**src/rtl/srf_pkg.sv**
```systemverilog
package srf_pkg;
  // synchronisation state codes carried beside each data word
  localparam logic [1:0] ST_EMPTY = 2'b00;
  localparam logic [1:0] ST_FULL  = 2'b01;
  localparam logic [1:0] ST_WAIT  = 2'b10;
endpackage

```
**src/rtl/srf_entry.sv**
```systemverilog
module srf_entry
  import srf_pkg::*;
#(
  parameter int DW  = 32,
  parameter int PCW = 16
) (
  input  logic           clk,
  input  logic           rst_n,
  input  logic           wr_en,
  input  logic [DW-1:0]  wr_data,
  input  logic           set_en,
  input  logic           park_en,
  input  logic [PCW-1:0] park_pc,
  input  logic           clr_en,
  output logic [1:0]     st_o,
  output logic [DW-1:0]  data_o
);
  logic [1:0]    st_q, st_d;
  logic [DW-1:0] dat_q, dat_d;
  logic          st_ce, dat_ce;

  always_comb begin
    st_d   = st_q;
    dat_d  = dat_q;
    dat_ce = 1'b0;
    if (wr_en) begin
      st_d   = ST_FULL;
      dat_d  = wr_data;
      dat_ce = 1'b1;
    end else if (set_en) begin
      st_d   = ST_FULL;
      dat_d  = '0;
      dat_ce = 1'b1;
    end else if (park_en) begin
      st_d   = ST_WAIT;
      dat_d  = DW'(park_pc);
      dat_ce = 1'b1;
    end
    if (clr_en) begin
      st_d = ST_EMPTY;
    end
    st_ce = (st_d != st_q);
  end

  always_ff @(posedge clk or negedge rst_n) begin
    if (!rst_n) begin
      st_q <= ST_EMPTY;
    end else if (st_ce) begin
      st_q <= st_d;
    end
  end

  always_ff @(posedge clk) begin
    if (dat_ce) begin
      dat_q <= dat_d;
    end
  end

  assign st_o   = st_q;
  assign data_o = dat_q;

  // a sleeper is kept until a write, set or clear reaches this entry
  a_r7_sleeper_kept: assert property (@(posedge clk) disable iff (!rst_n)
    (st_q == ST_WAIT && !wr_en && !set_en && !clr_en)
      |=> (st_q == ST_WAIT && $stable(dat_q)));

  // a clear always leaves the entry empty
  a_r6_clear_empties: assert property (@(posedge clk) disable iff (!rst_n)
    clr_en |=> (st_q == ST_EMPTY));
endmodule

```
**src/rtl/srf_read_port.sv**
```systemverilog
module srf_read_port
  import srf_pkg::*;
#(
  parameter int NREG = 32,
  parameter int DW   = 32,
  localparam int AW  = $clog2(NREG)
) (
  input  logic                     clk,
  input  logic                     rst_n,
  input  logic                     en,
  input  logic [AW-1:0]            addr,
  input  logic [NREG-1:0][1:0]     st_all,
  input  logic [NREG-1:0][DW-1:0]  dat_all,
  input  logic                     fw_wr,
  input  logic [AW-1:0]            fw_wr_addr,
  input  logic [DW-1:0]            fw_wr_data,
  input  logic                     fw_set,
  input  logic [AW-1:0]            fw_set_addr,
  input  logic                     prior_park,
  input  logic [AW-1:0]            prior_addr,
  output logic                     ok,
  output logic                     park,
  output logic                     err,
  output logic [DW-1:0]            data
);
  logic [1:0]    v_st;
  logic [DW-1:0] v_dat;

  // effective view of the addressed register at the read stage
  always_comb begin
    v_st  = st_all[addr];
    v_dat = dat_all[addr];
    if (addr == '0) begin
      v_st  = ST_FULL;
      v_dat = '0;
    end else if (fw_wr && fw_wr_addr == addr) begin
      v_st  = ST_FULL;
      v_dat = fw_wr_data;
    end else if (fw_set && fw_set_addr == addr) begin
      v_st  = ST_FULL;
      v_dat = '0;
    end else if (prior_park && prior_addr == addr) begin
      v_st  = ST_WAIT;
    end
  end

  assign ok   = en && (v_st == ST_FULL);
  assign park = en && (v_st == ST_EMPTY);
  assign err  = en && (v_st == ST_WAIT);
  assign data = ok ? v_dat : '0;

  // register 0 is always full and zero
  a_r9_zero_reads: assert property (@(posedge clk) disable iff (!rst_n)
    (en && addr == '0) |-> (ok && data == '0));

  // one outcome per read
  a_r3_one_outcome: assert property (@(posedge clk) disable iff (!rst_n)
    en |-> $onehot({ok, park, err}));
endmodule

```
**src/rtl/srf_wake.sv**
```systemverilog
module srf_wake
  import srf_pkg::*;
#(
  parameter int NREG = 32,
  parameter int PCW  = 16,
  localparam int AW  = $clog2(NREG)
) (
  input  logic                     clk,
  input  logic                     rst_n,
  input  logic [NREG-1:0][1:0]     st_all,
  input  logic [NREG-1:0][PCW-1:0] pc_all,
  input  logic                     wr_en,
  input  logic [AW-1:0]            wr_addr,
  input  logic                     sig_en,
  input  logic [AW-1:0]            sig_addr,
  output logic [1:0]               wake_vld,
  output logic [PCW-1:0]           wake_pc0,
  output logic [PCW-1:0]           wake_pc1
);
  logic [1:0]     vld_d;
  logic [PCW-1:0] pc0_q, pc1_q;

  always_comb begin
    vld_d[0] = wr_en && (wr_addr != '0) && (st_all[wr_addr] == ST_WAIT);
    vld_d[1] = sig_en && (sig_addr != '0) && !(wr_en && wr_addr == sig_addr)
               && (st_all[sig_addr] == ST_WAIT);
  end

  always_ff @(posedge clk or negedge rst_n) begin
    if (!rst_n) begin
      wake_vld <= '0;
    end else begin
      wake_vld <= vld_d;
    end
  end

  always_ff @(posedge clk) begin
    if (vld_d[0]) pc0_q <= pc_all[wr_addr];
    if (vld_d[1]) pc1_q <= pc_all[sig_addr];
  end

  assign wake_pc0 = pc0_q;
  assign wake_pc1 = pc1_q;

  // a wake pulse lasts one cycle unless a new release follows
  a_r4_pulse_once: assert property (@(posedge clk) disable iff (!rst_n)
    (wake_vld[0] && !vld_d[0]) |=> !wake_vld[0]);
endmodule

```
**src/rtl/srf_sync_regfile.sv**
```systemverilog
module srf_sync_regfile
  import srf_pkg::*;
#(
  parameter int NREG = 32,
  parameter int DW   = 32,
  parameter int PCW  = 16,
  localparam int AW  = $clog2(NREG)
) (
  input  logic           clk,
  input  logic           rst_n,
  input  logic           rd0_en,
  input  logic [AW-1:0]  rd0_addr,
  input  logic [PCW-1:0] rd0_pc,
  output logic           rd0_ok,
  output logic           rd0_park,
  output logic           rd0_err,
  output logic [DW-1:0]  rd0_data,
  input  logic           rd1_en,
  input  logic [AW-1:0]  rd1_addr,
  input  logic [PCW-1:0] rd1_pc,
  output logic           rd1_ok,
  output logic           rd1_park,
  output logic           rd1_err,
  output logic [DW-1:0]  rd1_data,
  input  logic           wr_en,
  input  logic [AW-1:0]  wr_addr,
  input  logic [DW-1:0]  wr_data,
  input  logic           sig_en,
  input  logic [AW-1:0]  sig_addr,
  input  logic           clr_en,
  input  logic [AW-1:0]  clr_addr,
  input  logic           clr_all,
  output logic [1:0]     wake_vld,
  output logic [PCW-1:0] wake_pc0,
  output logic [PCW-1:0] wake_pc1
);
  logic [NREG-1:0][1:0]     st_all;
  logic [NREG-1:0][DW-1:0]  dat_all;
  logic [NREG-1:0][PCW-1:0] pc_all;
  logic [NREG-1:1]          busy;

  for (genvar g = 0; g < NREG; g++) begin : g_reg
    if (g == 0) begin : g_zero
      assign st_all[g]  = ST_FULL;
      assign dat_all[g] = '0;
    end else begin : g_live
      logic wr_hit, set_hit, park_hit, clr_hit;
      logic [PCW-1:0] park_pc;
      assign wr_hit   = wr_en && (wr_addr == AW'(g));
      assign set_hit  = sig_en && (sig_addr == AW'(g));
      assign clr_hit  = clr_all || (clr_en && clr_addr == AW'(g));
      assign park_hit = (rd0_park && rd0_addr == AW'(g)) ||
                        (rd1_park && rd1_addr == AW'(g));
      assign park_pc  = (rd0_park && rd0_addr == AW'(g)) ? rd0_pc : rd1_pc;
      srf_entry #(.DW(DW), .PCW(PCW)) u_entry (
        .clk(clk), .rst_n(rst_n),
        .wr_en(wr_hit), .wr_data(wr_data),
        .set_en(set_hit),
        .park_en(park_hit), .park_pc(park_pc),
        .clr_en(clr_hit),
        .st_o(st_all[g]), .data_o(dat_all[g])
      );
      assign busy[g] = (st_all[g] != ST_EMPTY);
    end
    assign pc_all[g] = dat_all[g][PCW-1:0];
  end

  srf_read_port #(.NREG(NREG), .DW(DW)) u_rp0 (
    .clk(clk), .rst_n(rst_n),
    .en(rd0_en), .addr(rd0_addr),
    .st_all(st_all), .dat_all(dat_all),
    .fw_wr(wr_en), .fw_wr_addr(wr_addr), .fw_wr_data(wr_data),
    .fw_set(sig_en), .fw_set_addr(sig_addr),
    .prior_park(1'b0), .prior_addr('0),
    .ok(rd0_ok), .park(rd0_park), .err(rd0_err), .data(rd0_data)
  );

  srf_read_port #(.NREG(NREG), .DW(DW)) u_rp1 (
    .clk(clk), .rst_n(rst_n),
    .en(rd1_en), .addr(rd1_addr),
    .st_all(st_all), .dat_all(dat_all),
    .fw_wr(wr_en), .fw_wr_addr(wr_addr), .fw_wr_data(wr_data),
    .fw_set(sig_en), .fw_set_addr(sig_addr),
    .prior_park(rd0_park), .prior_addr(rd0_addr),
    .ok(rd1_ok), .park(rd1_park), .err(rd1_err), .data(rd1_data)
  );

  srf_wake #(.NREG(NREG), .PCW(PCW)) u_wake (
    .clk(clk), .rst_n(rst_n),
    .st_all(st_all), .pc_all(pc_all),
    .wr_en(wr_en), .wr_addr(wr_addr),
    .sig_en(sig_en), .sig_addr(sig_addr),
    .wake_vld(wake_vld), .wake_pc0(wake_pc0), .wake_pc1(wake_pc1)
  );

  // two ports never park the same register
  a_r8_one_sleeper: assert property (@(posedge clk) disable iff (!rst_n)
    !(rd0_park && rd1_park && rd0_addr == rd1_addr));

  // a park on port 0 lands in the register unless cleared
  a_r2_park_stored: assert property (@(posedge clk) disable iff (!rst_n)
    (rd0_park && !clr_all && !(clr_en && clr_addr == rd0_addr))
      |=> (st_all[$past(rd0_addr)] == ST_WAIT &&
           pc_all[$past(rd0_addr)] == $past(rd0_pc)));

  // clear-all empties every live register
  a_r10_clear_all: assert property (@(posedge clk) disable iff (!rst_n)
    clr_all |=> (busy == '0));

  // a write to a sleeper releases its PC on lane 0
  a_r4_write_wakes: assert property (@(posedge clk) disable iff (!rst_n)
    (wr_en && wr_addr != '0 && st_all[wr_addr] == ST_WAIT)
      |=> (wake_vld[0] && wake_pc0 == $past(pc_all[wr_addr])));

  // a set leaves the register full with zero data
  a_r5_set_fills: assert property (@(posedge clk) disable iff (!rst_n)
    (sig_en && sig_addr != '0 && !clr_all && !(clr_en && clr_addr == sig_addr)
     && !(wr_en && wr_addr == sig_addr))
      |=> (st_all[$past(sig_addr)] == ST_FULL && dat_all[$past(sig_addr)] == '0));
endmodule

```
**config.mk**
```make
export PLATFORM = sky130hd
export DESIGN_NAME = srf_sync_regfile
export DESIGN_NICKNAME = d
export VERILOG_FILES = /design/src/rtl/srf_pkg.sv /design/src/rtl/srf_entry.sv /design/src/rtl/srf_read_port.sv /design/src/rtl/srf_wake.sv /design/src/rtl/srf_sync_regfile.sv
export SDC_FILE = /design/constraint.sdc
export NUM_CORES = 2
export LEC_CHECK = 0
export BUFFER_PORTS_ARGS = -buffer_cell sky130_fd_sc_hd__buf_4
export CORE_ASPECT_RATIO = 1.1
export CORE_MARGIN = 2
export CORE_UTILIZATION = 35
export DETAILED_ROUTE_END_ITERATION = 12
export GPL_TIMING_DRIVEN = 0
export PLACE_DENSITY = 0.52
export SETUP_SLACK_MARGIN = 0.15
export SLEW_MARGIN = 20
export SYNTH_ARGS = -nofsm -noshare
export SYNTH_HDL_FRONTEND = slang
export SYNTH_SLANG_ARGS = --single-unit
```
**constraint.sdc**
```tcl
create_clock -name clk -period 7.3 [get_ports clk]
set_clock_uncertainty 0.15 [all_clocks]
set_input_delay 1.46 -clock clk [delete_from_list [all_inputs] [get_ports clk]]
set_output_delay 1.46 -clock clk [all_outputs]
set_load 0.01 [all_outputs]
```
== After elaboration in Yosys (flattened, before gate mapping) ==
Index checks and enable logic that the tools add are counted.
Storage, ports and cells
  bits in registers: 1088
  latch bits: 0
  bits in writable memories: 0
  bits in read-only memories: 0
  output and inout bits: 104
  logic and storage cells: 942
  memories kept: 0
Cells by class
  add/sub/neg operators: 0
  multipliers: 0
  div/mod/pow operators: 0
  magnitude comparators: 4
  eq/ne operators: 198
  shifts and indexed selects: 0
  muxes and demuxes: 372
  bitwise logic cells: 0
  reductions and logical operators: 303
Operator list (count)
  $mux 32: 103
  $mux 16: 33
  $eq 5x5->1 const B: 80
  $bmux 32 s5: 2
  $mux 2: 135
  $eq 5x4->1 const B: 40
  $logic_and 1x1->1: 172
  $bmux 16 s5: 2
  $eq 5x3->1 const B: 20
  $mux 1: 93
  $reduce_bool 3->1: 31
  $logic_or 1x1->1: 62
  $ne 2x2->1: 31
  $reduce_and 2->1: 31
  $eq 5x2->1 const B: 10
  $bmux 2 s5: 4
  $eq 5x5->1: 6
  $eq 5x1->1 const B: 5
  $lt 5x6->1 const B: 4
  $logic_not 5->1: 2
  $reduce_bool 5->1: 2
  $eq 2x2->1 const B: 4
  $eq 2x1->1 const B: 2
  $logic_not 2->1: 2
  $logic_not 1->1: 1

== Logic depth before layout (Yosys ltp) ==
  word-level depth: 21
  depth in mapped cells: 15

== Cells and area by module ==
A second synthesis with hierarchy kept.
Unflattened totals
  cell total of the unflattened synthesis: 6047
  area, all modules: 79732.7 um2
By module, submodules not included
  srf_entry: instances 31, cells an instance 79, area each 1340.0 um2, sequential area each 1011.0 um2
  srf_read_port: instances 2, cells an instance 1056, area each 10347.4 um2, sequential area each 0.0 um2
  srf_wake: instances 1, cells an instance 598, area each 9860.7 um2, sequential area each 1011.0 um2
  srf_sync_regfile: instances 1, cells an instance 888, area each 7636.1 um2, sequential area each 0.0 um2

== Least setup slack after synthesis ==
Ideal clock, no wire load.
  path type: input port to flip-flop
  from: in rd0_addr[0]
  to: reg g_reg[26].g_live.u_entry.dat_q[0], enable pin
  arrival time: 5.990 ns
  required time: 6.684 ns
  setup slack: 0.694 ns
  stages: 11
  buffers on the path: 4
  cell sequence: buf_6 buf_6 or3b_1 o221ai_2 and4b_4 or4b_4 a311oi_4 buf_6 buf_8 nand3_1 o21ai_0
Between the ends
  word-level cells in the longest chain between the ends: 20
RTL lines
  start, declared: RTL line srf_sync_regfile.sv:12  | input logic [AW-1:0] rd0_addr,
  $bmux 2 s5 / $eq 5x5->1 (equally long branches): RTL line srf_read_port.sv:31, srf_read_port.sv:39
  $mux 2 (not written as such) / $logic_and 1x1->1 (equally long branches): RTL line srf_read_port.sv:31, srf_read_port.sv:39
  $mux 2: RTL line srf_read_port.sv:39  | end else if (fw_set && fw_set_addr == addr) begin
  $mux 2: RTL line srf_read_port.sv:36  | end else if (fw_wr && fw_wr_addr == addr) begin
  $mux 2: RTL line srf_read_port.sv:33  | if (addr == '0) begin
  $logic_not 2->1: RTL line srf_read_port.sv:48  | assign park = en && (v_st == ST_EMPTY);
  $logic_and 1x1->1: RTL line srf_read_port.sv:48
  $logic_and 1x1->1 *: RTL line srf_read_port.sv:42  | end else if (prior_park && prior_addr == addr) begin
  [5 not listed]
  $logic_and 1x1->1 *: RTL line srf_read_port.sv:48
  net rd1_park: RTL line srf_sync_regfile.sv:22  | output logic rd1_park,
  $logic_and 1x1->1 *: RTL line srf_sync_regfile.sv:53  | (rd1_park && rd1_addr == AW'(g));
  $logic_or 1x1->1 *: RTL line srf_sync_regfile.sv:52  | assign park_hit = (rd0_park && rd0_addr == AW'(g)) ||
  $mux 1: RTL line srf_entry.sv:34  | end else if (park_en) begin
  $mux 1: RTL line srf_entry.sv:30  | end else if (set_en) begin
  $mux 1: RTL line srf_entry.sv:26  | if (wr_en) begin
  $reduce_and 2->1 (no source line) *
  end signal, assigned: RTL line srf_entry.sv:55  | dat_q <= dat_d;
  end, declared: RTL line srf_entry.sv:19  | logic [DW-1:0] dat_q, dat_d;
Mark *: on every way through the listed nets, which the timed path passes. The rest lies on a longest branch. The select of a mux whose other input is x is not followed.
A chain may end at the register's enable or synchronous reset.

== Worst setup path after layout ==
  from: in rd0_addr[1]
  to: out rd0_data[0]
Between the ends
  word-level cells in the longest chain between the ends: 8
RTL lines
  $bmux 2 s5 / $eq 5x5->1 (equally long branches): RTL line srf_read_port.sv:31, srf_read_port.sv:39
  $mux 2 (not written as such) / $logic_and 1x1->1 (equally long branches): RTL line srf_read_port.sv:31, srf_read_port.sv:39
  $mux 2: RTL line srf_read_port.sv:39
  $mux 2: RTL line srf_read_port.sv:36
  $mux 2: RTL line srf_read_port.sv:33
  $eq 2x1->1: RTL line srf_read_port.sv:47  | assign ok = en && (v_st == ST_FULL);
  $logic_and 1x1->1: RTL line srf_read_port.sv:47
  $mux 32 *: RTL line srf_read_port.sv:50  | assign data = ok ? v_dat : '0;
  end, declared: RTL line srf_sync_regfile.sv:17  | output logic [DW-1:0] rd0_data,
Every way passes the cells marked *; elsewhere a longest branch is shown, timed or not. The select of a mux whose other input is x is not followed.

==> run metrics <==
fin cells=9435; WL final=about 540 mm; CP Max Fanout=10; Arrival @ worst endpoint=5760 ps; Req. time, crit path=between 5000 and 6000 ps; first-pass detailed-route iteration total=8; Fin. Hold Viols=0; Slew Viols, Final=0; H-tree Lvls=4; CTS clk-pin slew, worst paths=60 ps; FF+latch count, synth=1088; Peak VDD IR=between 0.0002 and 0.0003 V; clk sinks=1088; commonest non-fill, non-tap cell in the layout=edfxtp_1; Leak Pwr=31.19 nW; Max Cap Violations=0; FP Rows=179; syn nets=6015; clk_lat worst skew=870 ps; R2R depth=13; unrepaired setup endpoints after global routing=true; Root Driver=clkbuf_16; Via density=between 7 and 8; antenna violations before repair=69; # hold bufs at CTS=0; DIE HEIGHT=491.7 um; Detailed Route Iter0 Violations=12130; Post-synth EDFFs=1024; Final WS setup=-74.16 ps; hpwl dp=404.8 mm; Tightest Pin Transition=1357 ps; maximum root-to-sink buffer count=3; placed cells=9115; Mapped Area=around 0.076 mm^2; total number of vias=about 68000; gr ovfl total=0; Fill cells=20360; Hold Path Stages=1; post-synthesis async set-or-reset flop share=just under 6%; period utilization=101.0%; Hold WC Path Type=reg2reg; # DRC=0; number of global-route vias before repair=~64000; core area=0.2157 mm^2; Setup TNS Final=-265.4 ps; Chip Width=between 400 and 500 um; RD Place Congestion=around 1.1; # port buffers=167; most frequent cells in the layout=1024 x edfxtp_1, 837 x mux4_2, 606 x nand2_1, 505 x and2_1, 474 x mux2i_1; YS warnings=0; Reg-to-Reg End=g_reg[13].g_live.u_entry.data_o[23]; post-route ant nets=0; Slew headroom=9.511%; CP Class=in2out; pwr dens=201.2 mW/mm^2; failing checks=setup timing; synthesized area per cell=12.79 um^2; fin nets=6465; CTS buffer count=141; final setup fails=11; Starting Density=35.08%; worst reg-to-reg setup slack=1590 ps; status=finished, violations left; maximum clock frequency=0.1356 GHz; GRT Overall Usage=48.71%; Min-Delay Startpoint=g_reg[2].g_live.u_entry.st_o[0]; average wire per standard cell=57.65 um; Die Footprint=0.2199 mm^2; Crit Reg-Reg Startpoint=g_reg[7].g_live.u_entry.st_o[0]; fin crit period=7374 ps; Area growth syn-to-layout=17.04%; Startpoint Class=input pin; Netlist cell types=81; I/O Pins=201; first-pass GRT wire length=679.7 mm; Setup crit end kind=output port; share of post-route cells with drive strength above 1=30.58%; sequential area share after synthesis=a little over two fifths; Min-Delay Endpoint=g_reg[2].g_live.u_entry.st_o[0]; largest net degree at the start of global routing=65; ys flop type=edfxtp_1; cells after synthesis=around 5900; CTS tree=built
## power breakdown
part	switching [W]	internal (W)
combinational	0.00246	0.00112
sequential	0.0000904	0.00695
clock	0.00321	0.00398
## flip-flops by register name, summed over array words and instances (netlist names)
signal,count
u_wake.wake_pc0,16
u_wake.wake_pc1,16
u_wake.wake_vld,2
g.g_live.u_entry.data_o,992
g.g_live.u_entry.st_o,62
## kinds of logic after synthesis
logic type,share of synthesized area [%]
AO/OA/AOI/OAI,8.516
flip-flops,42.75
multiplexers,33.29
AND/OR/NAND/NOR,10.76
XOR/XNOR,0.3473
buffers and inverters,4.331
## synth_stat cells, drive strengths merged, types with 6 or more instances
cell type | n | share of area [%]
or2 | 12 | 0.099
a31oi | 19 | 0.16
clkbuf | 500 | 2.5
edfxtp | 1024 | 41
a21o | 19 | 0.19
buf | 243 | 1.7
a211oi | 33 | 0.33
nor2b | 26 | 0.21
mux2i | 474 | 6.3
xnor2 | 9 | 0.10
dfrtp | 64 | 2.1
o21ai | 444 | 2.9
a41o | 6 | 0.079
a22oi | 59 | 0.59
nor2 | 167 | 0.83
mux2 | 132 | 2.0
a211o | 15 | 0.17
nand2 | 613 | 3.0
o2111ai | 7 | 0.081
and3 | 60 | 0.50
nand3 | 46 | 0.31
a221oi | 23 | 0.29
o211ai | 73 | 0.72
o21a | 18 | 0.18
xor2 | 21 | 0.24
and2 | 506 | 4.2
nor3b | 13 | 0.13
nor4 | 11 | 0.13
a21oi | 57 | 0.38
a22o | 75 | 0.87
nand3b | 14 | 0.14
nand2b | 54 | 0.45
o22ai | 13 | 0.11
a221o | 58 | 0.77
mux4 | 841 | 25
inv | 30 | 0.15
a32oi | 27 | 0.31
nand4 | 35 | 0.30
nor3 | 30 | 0.21
## per-layer routing
metal | wire [um] | share of wire, % | GRT usage (%)
met2 | 225000 | 41 | 67.73
met1 | 185600 | 34 | 56.71
met5 | 249 | 0.046 | 0
met3 | 66310 | 12 | 17.10
met4 | 66690 | 12 | 49.77
## repair_timing
item	4_1_cts	5_1_grt
endpoints found under the setup margin	64	34
setup buffers	2	0
resized for setup	107	17
pin swaps	2	1
endpoints found under the hold margin	0	0
## critical path, cell delays in order
cell and delay, ps:
buf_2 330, buf_4 390, mux2i_1 150, a2bb2oi_1 310
o2111ai_1 260, and4_1 310, buf_2 170, buf_2 220
a211oi_4 540, nand2b_2 350, clkbuf_4 440, nor2_2 560
buf_4 230
## metrics by stage
stage	total power (W)	instance area (um^2)	util (%)	hold slack, ps	worst slack (ps)
6_report	0.01782	88560	41.06	367.3	-74.16
3_3_place_gp	0.01041	80540	37.34	331.6	-6426
5_1_grt	0.01789	88470	41.02	371.4	102.9
2_1_floorplan	0.008710	75670	-	314.1	694.2
3_5_place_dp	0.01051	83470	38.70	348.6	-1235
4_1_cts	0.01755	88290	40.94	361.9	145.4
## worst max path at each step
stage	from	to	slack [ps]	cells past startpoint
floorplan	rd0_addr[0]	g_reg[26].g_live.u_entry.data_o[0]	690	11
detailed placement	rd1_addr[0]	rd1_data[4]	-1240	13
finish	rd0_addr[1]	rd0_data[0]	-70	13
CTS	rd1_addr[0]	rd1_data[2]	150	12
global placement	rd1_addr[2]	g_reg[26].g_live.u_entry.data_o[23]	-6430	11
global route	rd0_addr[1]	rd0_data[0]	100	13
## cell type report
cell class / count / area (um^2) / area share [%]
clock inverters: 75 / 754.5 / 0.8520
inverters: 30 / 112.6 / 0.1272
repair buffers: 307 / 3616 / 4.083
plain buffers: 743 / 3662 / 4.135
diodes: 60 / 150.1 / 0.1695
clock buffers: 179 / 3785 / 4.274
flip-flops and latches: 1088 / 32350 / 36.53
well taps: 2896 / 3623 / 4.092
multi-input cells: 4057 / 40500 / 45.74
(Power assumes the default switching activity.)
